`src/rtl/dma4_pkg.sv`:
```
package dma4_pkg;
  typedef enum logic [1:0] {
    XK_VERIFY = 2'b00,
    XK_WRITE  = 2'b01,
    XK_READ   = 2'b10,
    XK_SPARE  = 2'b11
  } xfer_kind_e;

  typedef enum logic [2:0] {
    ST_IDLE,
    ST_REQ,
    ST_SEL,
    ST_ADDR,
    ST_XFER,
    ST_REL
  } eng_state_e;

  localparam logic [3:0] IDX_CMD   = 4'd8;
  localparam logic [3:0] IDX_MODE  = 4'd9;
  localparam logic [3:0] IDX_MASK  = 4'd10;
  localparam logic [3:0] IDX_CLRBP = 4'd11;
endpackage

```
`src/rtl/dma4_chan.sv`:
```
module dma4_chan #(
  parameter int AW = 16,
  parameter int CW = 14,
  parameter int MB = 7
) (
  input  logic          clk,
  input  logic          rst,
  input  logic          ld_addr_lo,
  input  logic          ld_addr_hi,
  input  logic          ld_cnt_lo,
  input  logic          ld_cnt_hi,
  input  logic          step,
  input  logic [7:0]    wdata,
  output logic [AW-1:0] addr_q,
  output logic [CW-1:0] cnt_q,
  output logic          mark_hit
);
  logic [MB-1:0] mk_q;
  logic          any_ld;

  assign any_ld   = ld_addr_lo | ld_addr_hi | ld_cnt_lo | ld_cnt_hi;
  assign mark_hit = step && (&mk_q);

  always_ff @(posedge clk) begin
    if (rst) begin
      addr_q <= '0;
      cnt_q  <= '0;
      mk_q   <= '0;
    end else begin
      if (ld_addr_lo)      addr_q <= {addr_q[AW-1:8], wdata};
      else if (ld_addr_hi) addr_q <= AW'({wdata, addr_q[7:0]});
      else if (step)       addr_q <= addr_q + 1'b1;

      if (ld_cnt_lo)       cnt_q <= {cnt_q[CW-1:8], wdata};
      else if (ld_cnt_hi)  cnt_q <= CW'({wdata, cnt_q[7:0]});
      else if (step)       cnt_q <= cnt_q - 1'b1;

      if (ld_cnt_lo || ld_cnt_hi) mk_q <= '0;
      else if (step)              mk_q <= mk_q + 1'b1;
    end
  end


  addr_step_chk: assert property (@(posedge clk) disable iff (rst)
    (step && !any_ld) |=> (addr_q == $past(addr_q) + 1'b1));

  cnt_step_chk: assert property (@(posedge clk) disable iff (rst)
    (step && !any_ld) |=> (cnt_q == $past(cnt_q) - 1'b1));
endmodule

```
`src/rtl/dma4_arbiter.sv`:
```
module dma4_arbiter #(
  parameter int NCH = 4,
  parameter int IW  = 2
) (
  input  logic           clk,
  input  logic           rst,
  input  logic [NCH-1:0] req,
  input  logic           rotate,
  input  logic           take,
  output logic           any,
  output logic [IW-1:0]  win
);
  logic [IW-1:0] last_q;
  logic [IW-1:0] base;

  always_comb begin
    if (!rotate)                     base = '0;
    else if (last_q == IW'(NCH - 1)) base = '0;
    else                             base = last_q + 1'b1;
  end

  always_comb begin
    any = 1'b0;
    win = '0;
    for (int k = 0; k < NCH; k++) begin
      if (!any && req[(int'(base) + k) % NCH]) begin
        any = 1'b1;
        win = IW'((int'(base) + k) % NCH);
      end
    end
  end

  always_ff @(posedge clk) begin
    if (rst)       last_q <= IW'(NCH - 1);
    else if (take) last_q <= win;
  end


  gnt_valid_chk: assert property (@(posedge clk) disable iff (rst)
    any |-> req[win]);

  fixed_top_chk: assert property (@(posedge clk) disable iff (rst)
    (!rotate && req[0]) |-> (win == '0));
endmodule

```
`src/rtl/dma4_host.sv`:
```
module dma4_host #(
  parameter int NCH = 4,
  parameter int IW  = 2,
  parameter int AW  = 16,
  parameter int CW  = 14
) (
  input  logic                    clk,
  input  logic                    rst,
  input  logic                    sel,
  input  logic                    wr,
  input  logic                    rd,
  input  logic [3:0]              addr,
  input  logic [7:0]              wdata,
  output logic [7:0]              rdata,
  input  logic [NCH-1:0][AW-1:0]  ch_addr,
  input  logic [NCH-1:0][CW-1:0]  ch_cnt,
  input  logic [NCH-1:0]          tc_hit,
  input  logic [NCH-1:0]          drq,
  output logic [NCH-1:0]          ld_al,
  output logic [NCH-1:0]          ld_ah,
  output logic [NCH-1:0]          ld_cl,
  output logic [NCH-1:0]          ld_ch,
  output logic [NCH-1:0]          mask,
  output logic [NCH-1:0][1:0]     kind,
  output logic                    rotate
);
  import dma4_pkg::*;

  logic           ptr_q;
  logic [NCH-1:0] tc_q;
  logic           chan_acc, chan_wr, stat_rd;
  logic [IW-1:0]  ci;
  logic [IW-1:0]  wch;

  assign ci       = addr[IW:1];
  assign wch      = wdata[IW-1:0];
  assign chan_acc = sel && (wr || rd) && !addr[3];
  assign chan_wr  = sel && wr && !addr[3];
  assign stat_rd  = sel && rd && (addr == IDX_CMD);

  for (genvar i = 0; i < NCH; i++) begin : g_ld
    assign ld_al[i] = chan_wr && (ci == IW'(i)) && !addr[0] && !ptr_q;
    assign ld_ah[i] = chan_wr && (ci == IW'(i)) && !addr[0] &&  ptr_q;
    assign ld_cl[i] = chan_wr && (ci == IW'(i)) &&  addr[0] && !ptr_q;
    assign ld_ch[i] = chan_wr && (ci == IW'(i)) &&  addr[0] &&  ptr_q;
  end

  always_ff @(posedge clk) begin
    if (rst) begin
      ptr_q  <= 1'b0;
      tc_q   <= '0;
      mask   <= '1;
      kind   <= '0;
      rotate <= 1'b0;
    end else begin
      if (chan_acc)                                 ptr_q <= !ptr_q;
      else if (sel && wr && addr == IDX_CLRBP)      ptr_q <= 1'b0;
      if (sel && wr && addr == IDX_CMD)             rotate <= wdata[0];
      if (sel && wr && addr == IDX_MODE)            kind[wch] <= wdata[3:2];
      if (sel && wr && addr == IDX_MASK)            mask[wch] <= wdata[2];
      tc_q <= (tc_q & ~{NCH{stat_rd}}) | tc_hit;
    end
  end

  always_comb begin
    rdata = '0;
    if (sel && rd) begin
      if (!addr[3]) begin
        if (!addr[0]) rdata = ptr_q ? 8'(ch_addr[ci] >> 8) : ch_addr[ci][7:0];
        else          rdata = ptr_q ? 8'(ch_cnt[ci] >> 8)  : ch_cnt[ci][7:0];
      end else if (addr == IDX_CMD) begin
        rdata = {4'(drq), 4'(tc_q)};
      end
    end
  end


  stat_clr_chk: assert property (@(posedge clk) disable iff (rst)
    (stat_rd && !(|tc_hit)) |=> (tc_q == '0));

  ptr_flip_chk: assert property (@(posedge clk) disable iff (rst)
    chan_acc |=> (ptr_q != $past(ptr_q)));
endmodule

```
`src/rtl/dma4_engine.sv`:
```
module dma4_engine #(
  parameter int NCH = 4,
  parameter int IW  = 2
) (
  input  logic          clk,
  input  logic          rst,
  input  logic          any_pend,
  input  logic          hold_ack,
  input  logic          ready,
  input  logic          arb_any,
  input  logic [IW-1:0] arb_win,
  output logic          hold_req,
  output logic          bus_own,
  output logic          addr_phase,
  output logic          xfer_phase,
  output logic          step_go,
  output logic          take,
  output logic [IW-1:0] act_ch
);
  import dma4_pkg::*;

  eng_state_e st_q, st_d;

  always_comb begin
    st_d = st_q;
    case (st_q)
      ST_IDLE: if (any_pend && !hold_ack) st_d = ST_REQ;
      ST_REQ:  if (hold_ack)              st_d = ST_SEL;
      ST_SEL:  st_d = arb_any ? ST_ADDR : ST_REL;
      ST_ADDR: st_d = ST_XFER;
      ST_XFER: if (ready)                 st_d = ST_SEL;
      ST_REL:  st_d = ST_IDLE;
      default: st_d = ST_IDLE;
    endcase
  end

  always_ff @(posedge clk) begin
    if (rst) begin
      st_q   <= ST_IDLE;
      act_ch <= '0;
    end else begin
      st_q <= st_d;
      if (take) act_ch <= arb_win;
    end
  end

  assign hold_req   = (st_q != ST_IDLE);
  assign bus_own    = (st_q == ST_SEL) || (st_q == ST_ADDR) || (st_q == ST_XFER);
  assign addr_phase = (st_q == ST_ADDR) || (st_q == ST_XFER);
  assign xfer_phase = (st_q == ST_XFER);
  assign step_go    = xfer_phase && ready;
  assign take       = (st_q == ST_SEL) && arb_any;


  own_after_ack_chk: assert property (@(posedge clk) disable iff (rst)
    $rose(bus_own) |-> hold_ack);

  own_in_hold_chk: assert property (@(posedge clk) disable iff (rst)
    bus_own |-> hold_req);

  release_order_chk: assert property (@(posedge clk) disable iff (rst)
    $fell(hold_req) |-> !$past(bus_own));
endmodule

```
`src/rtl/dma4_ctrl.sv`:
```
module dma4_ctrl #(
  parameter int NCH      = 4,
  parameter int AW       = 16,
  parameter int CW       = 14,
  parameter int MARK_MOD = 128
) (
  input  logic           clk,
  input  logic           rst,
  input  logic           host_sel,
  input  logic           host_wr,
  input  logic           host_rd,
  input  logic [3:0]     host_addr,
  input  logic [7:0]     host_wdata,
  output logic [7:0]     host_rdata,
  input  logic [NCH-1:0] drq,
  output logic [NCH-1:0] dack_n,
  output logic           hold_req,
  input  logic           hold_ack,
  input  logic           ready,
  output logic           bus_own,
  output logic [AW-1:0]  mem_addr,
  output logic           memr_n,
  output logic           memw_n,
  output logic           ior_n,
  output logic           iow_n,
  output logic           tc,
  output logic           mark
);
  import dma4_pkg::*;

  localparam int IW = (NCH > 1) ? $clog2(NCH) : 1;
  localparam int MB = $clog2(MARK_MOD);

  logic [NCH-1:0][AW-1:0] ch_addr;
  logic [NCH-1:0][CW-1:0] ch_cnt;
  logic [NCH-1:0][1:0]    kind;
  logic [NCH-1:0]         ld_al, ld_ah, ld_cl, ld_ch, mask, step, pend, mk_hit, tc_hit;
  logic                   rotate, arb_any, take, addr_phase, xfer_phase, step_go;
  logic [IW-1:0]          arb_win, act_ch;
  xfer_kind_e             act_kind;

  for (genvar i = 0; i < NCH; i++) begin : g_ch
    dma4_chan #(.AW(AW), .CW(CW), .MB(MB)) u_chan (
      .clk(clk), .rst(rst),
      .ld_addr_lo(ld_al[i]), .ld_addr_hi(ld_ah[i]),
      .ld_cnt_lo(ld_cl[i]), .ld_cnt_hi(ld_ch[i]),
      .step(step[i]), .wdata(host_wdata),
      .addr_q(ch_addr[i]), .cnt_q(ch_cnt[i]), .mark_hit(mk_hit[i])
    );
    assign pend[i]   = drq[i] && !mask[i] && (ch_cnt[i] != '0);
    assign step[i]   = step_go && (act_ch == IW'(i));
    assign tc_hit[i] = step[i] && (ch_cnt[i] == CW'(1));
    assign dack_n[i] = !(addr_phase && (act_ch == IW'(i)));
  end

  dma4_host #(.NCH(NCH), .IW(IW), .AW(AW), .CW(CW)) u_host (
    .clk(clk), .rst(rst), .sel(host_sel), .wr(host_wr), .rd(host_rd),
    .addr(host_addr), .wdata(host_wdata), .rdata(host_rdata),
    .ch_addr(ch_addr), .ch_cnt(ch_cnt), .tc_hit(tc_hit), .drq(drq),
    .ld_al(ld_al), .ld_ah(ld_ah), .ld_cl(ld_cl), .ld_ch(ld_ch),
    .mask(mask), .kind(kind), .rotate(rotate)
  );

  dma4_arbiter #(.NCH(NCH), .IW(IW)) u_arb (
    .clk(clk), .rst(rst), .req(pend), .rotate(rotate), .take(take),
    .any(arb_any), .win(arb_win)
  );

  dma4_engine #(.NCH(NCH), .IW(IW)) u_eng (
    .clk(clk), .rst(rst), .any_pend(|pend), .hold_ack(hold_ack), .ready(ready),
    .arb_any(arb_any), .arb_win(arb_win), .hold_req(hold_req), .bus_own(bus_own),
    .addr_phase(addr_phase), .xfer_phase(xfer_phase), .step_go(step_go),
    .take(take), .act_ch(act_ch)
  );

  assign act_kind = xfer_kind_e'(kind[act_ch]);
  assign mem_addr = addr_phase ? ch_addr[act_ch] : '0;
  assign memr_n   = !(xfer_phase && act_kind == XK_READ);
  assign iow_n    = !(xfer_phase && act_kind == XK_READ);
  assign ior_n    = !(xfer_phase && act_kind == XK_WRITE);
  assign memw_n   = !(xfer_phase && act_kind == XK_WRITE);
  assign tc       = |tc_hit;
  assign mark     = |(mk_hit & step);


  dack_onehot_chk: assert property (@(posedge clk) disable iff (rst)
    $onehot0(~dack_n));

  rw_excl_chk: assert property (@(posedge clk) disable iff (rst)
    !(!memr_n && !memw_n) && !(!ior_n && !iow_n));

  strobe_owned_chk: assert property (@(posedge clk) disable iff (rst)
    (!memr_n || !memw_n || !ior_n || !iow_n) |-> (bus_own && !(&dack_n)));

  wait_hold_chk: assert property (@(posedge clk) disable iff (rst)
    (xfer_phase && !ready) |=> (xfer_phase && $stable(mem_addr) && $stable(dack_n)));

  tc_in_xfer_chk: assert property (@(posedge clk) disable iff (rst)
    (tc || mark) |-> (xfer_phase && ready));
endmodule

```
`config.mk`:
```
export PLATFORM = sky130hd
export DESIGN_NAME = dma4_ctrl
export DESIGN_NICKNAME = d
export VERILOG_FILES = /design/src/rtl/dma4_pkg.sv /design/src/rtl/dma4_chan.sv /design/src/rtl/dma4_arbiter.sv /design/src/rtl/dma4_host.sv /design/src/rtl/dma4_engine.sv /design/src/rtl/dma4_ctrl.sv
export SDC_FILE = /design/constraint.sdc
export NUM_CORES = 1
export LEC_CHECK = 0
export ABC_AREA = 1
export BUFFER_PORTS_ARGS = -buffer_cell sky130_fd_sc_hd__buf_2
export CAP_MARGIN = 20
export CORE_MARGIN = 3
export CORE_UTILIZATION = 41
export CTS_CLUSTER_DIAMETER = 30
export DETAILED_ROUTE_END_ITERATION = 7
export PLACE_DENSITY = 0.59
export SLEW_MARGIN = 30
export SYNTH_ARGS = -nofsm -noshare
export SYNTH_HDL_FRONTEND = slang
export SYNTH_SLANG_ARGS = --single-unit
```
`constraint.sdc`:
```
create_clock -name clk -period 2.06 [get_ports clk]
set_input_delay 0.103 -clock clk [delete_from_list [all_inputs] [get_ports clk]]
set_output_delay 0.103 -clock clk [all_outputs]
set_load 0.03 [all_outputs]
```
==> summary.md <==
| Metric | Value |
|---|---|
| Met2 Usage GRT | `0.445` |
| Fillers | `2,722` |
| Slew headroom | `0.572` |
| Routed WL | `42.4 mm` |
| Tot Pwr | `7.65 mW` |
| Seq cells post-synth | `173` |
| Diode count | `0` |
| CP Max Fanout | `5` |
| EDFF count, synth | `0` |
| P_leak | `5.45 nW` |
| DRT Pass-1 Iters | `6` |
| Number of cells in the design after placement | `2,169` |
| GR peak layer | `met2` |
| I/O pin cnt | `59` |
| Seq/Total Area, Yosys | `0.304` |
| CTS tree | `built` |
| Vias in the first global route | `11.6k` |
| GRT met3 Usage | `0.0373` |
| Global router's overall resource usage | `0.272` |
| Req. time, crit path | `1.96 ns` |
| MaxCap Viol Count | `0` |
| Placed wire-length estimate | `30.1 mm` |
| Area growth syn-to-layout | `24.3%` |
| Number of core rows | `60` |
| Final period utilization | `1.04` |
| Synth top area cells | `dfxtp_1 (30%), nand2_1 (12%), inv_1 (6.9%), nor2_1 (4.7%), a21oi_1 (4.5%)` |
| Multiplexer area fraction after synthesis | `0` |
| First-pass GRT wire length | `65.0 mm` |
| DRC | `0` |
| CP arrival | `2.04 ns` |
| PwrDens | `541 nW/um2` |
| Syn_nets | `1,760` |
| Total number of H-tree levels | `4` |
| Maximum VDD drop | `0.472 mV` |
| Clock Path Buffers | `2` |
| Pre-CTS setup slack | `-0.00254 ns` |
| RSZ-0062 raised after global routing | `true` |
| Setup violators final | `3` |
| Yosys Warn Count | `0` |
| Maximum number of pins on one net before global-route repair | `105` |
| Max Freq | `466 MHz` |
| Post-Synthesis Cells | `1,720` |
| CTS root buffer | `clkbuf_16` |
| Congestion Overflow GR | `0` |
| Clk slew on worst S/H paths | `0.07 ns` |
| Synth cell types | `54` |
| Adder-cell share of the synthesized area | `0.0187` |
| Share of the synthesized area in the top cell type | `0.304` |
| CP Capture Type | `output pin` |
| Setup Skew | `0.0118 ns` |
| Hold Vio Cnt, Final | `0` |
| Startpoint types | `register` |
| Average instance area after synthesis | `6.62 um2` |
| WS Path Type | `reg2out` |
| Minimum clock period | `2.14 ns` |
| Main combinational cell family by area after synthesis | `simple AND/OR/NAND/NOR gates` |
| IO buf count | `58` |
| Slack of the critical path | `-0.0848 ns` |
| Met1 global-route usage | `0.365` |
| Worst Hold Class | `in2reg` |
| Cell area after synthesis | `11,400 um2` |
| Initial DRC count | `1,101` |
| Clk sinks | `173` |
| Via density per instance | `5.67` |
| Area leader, netlist | `dfxtp_1` |
| Xor/xnor share of the synthesized area | `0.0415` |
| Most common cell after layout, fill and taps aside | `nand2_1` |
| Synth Area in Simple Gates | `0.309` |
| Outcome | `complete, but fails checks` |
| Fin cells | `2,235` |
| Placer Congestion | `0.964` |
| Post-DRT Antenna Nets | `0` |
| DR vias | `12.7k` |
| Die W | `173 um` |
| Compound-Gate Fraction of Synth Area | `0.222` |
| Commonest non-fill, non-tap cells in the layout | `nand2_1 (364), inv_1 (179), dfxtp_1 (144)` |
| WL/cell | `19.0 um` |
| Die H | `173 um` |
| Initial antenna violation count | `1` |
| Final Max Slew Viols | `0` |
| Initial Util | `0.420` |
| Synth Flop Type | `dfxtp_1` |
| Layout cells sized above 1 | `0.236` |
| Die area | `29,800 um2` |
| Failing checks | `setup timing` |
| Post-synthesis async set-or-reset flop share | `0` |
| Num CTS Buffers | `17` |
| Nets | `1,891` |
| Fin util | `0.522` |
| Worst Max-Slew Pin Slew | `0.642 ns` |
| Core area | `27,100 um2` |
| Skew-Pair Late Insertion Delay | `0.45 ns` |
[metrics by stage]
step                      instance area (um2)  hold WS [ns]  setup TNS, ns
final                                   14200        0.0804         -0.165
after global routing                    14200        0.0897         -0.698
after CTS                               13600        0.0692         -0.131
after detailed placement                12500         0.415       -0.00254
after global placement                  12500         0.410        -0.0123
after floorplan                         11400         0.238              0
[area by class of cell]
type	instances	area (um2)	area share
Multi-Input combinational cell	1243	7220	0.510
Sequential cell	173	3520	0.248
Timing Repair Buffer	167	1320	0.0933
Inverter	249	986	0.0696
Tap cell	372	465	0.0329
Clock buffer	21	460	0.0325
Clock inverter	10	188	0.0133
[per-layer routing]
metal / routed length (um) / up-vias
li1: - / 6087
met1: 17700 / 5869
met2: 19500 / 596
met3: 3630 / 117
met4: 1590 / 0
met5: 0 / -
[kinds of logic (layout without fill, tap and decap cells)]
| family | count (synthesis) | in the layout |
|---|---|---|
| buf+inv | 305 | 447 |
| fa+ha+maj | 17 | 17 |
| xor+xnor | 54 | 54 |
| compound gates | 413 | 413 |
| simple gates | 758 | 759 |
| flops | 173 | 173 |
[sequential cells by signal, indices dropped and copies added, names as in the netlist]
register / flops
g_ch.u_chan.addr_q: 64
g_ch.u_chan.cnt_q: 56
g_ch.u_chan.mk_q: 28
u_arb.last_q: 2
u_eng.act_ch: 2
u_eng.st_q: 3
u_host.kind: 8
u_host.mask: 4
u_host.ptr_q: 1
u_host.rotate: 1
u_host.tc_q: 4
[final timing paths]
kind / cells past startpoint / startpoint / slack (ns) / end
hold / removal: 3 / host_wdata[1] / 0.08 / g_ch[1].u_chan.addr_q[9]
hold reg to reg: 2 / u_host.tc_q[1] / 0.47 / u_host.tc_q[1]
setup / recovery: 6 / g_ch[2].u_chan.addr_q[8] / -0.08 / host_rdata[0]
setup reg to reg: 12 / u_eng.st_q[0] / 0.09 / g_ch[1].u_chan.addr_q[2]
[worst max-delay path, cell delays in order, from the launching register on]
cell and delay, ns:
dfxtp_1 0.36, nand2_1 0.10, o2111ai_2 0.15, o211ai_1 0.37, nand3_1 0.21, a22o_1 0.25, buf_6 0.14
[cell usage after synthesis, drive strengths merged, types with 38 or more instances]
cell	n
nand2	391
nor2	183
a21oi	104
a31oi	67
nand3	89
o21ai	91
nor3	49
xor2	52
dfxtp	173
clkbuf	38
inv	247
o22ai	67
[timing repair]
action / 4_1_cts / 5_1_grt
gates resized for setup: 102 / 126
setup buffers: 15 / 20
endpoints found under the setup margin: 29 / 76
hold endpoints to repair: 2 / 0
cloned: 0 / 1
pin swaps: 21 / 34
hold buffers: 1 / 0
[report_power, final]
group | switching (mW) | leakage, nW | internal (mW) | total [mW]
registers | 0.0204 | 1.41 | 3.35 | 3.37
clock network | 1.45 | 0.309 | 2.21 | 3.66
logic | 0.454 | 3.73 | 0.166 | 0.619
(Power assumes the default switching activity.)
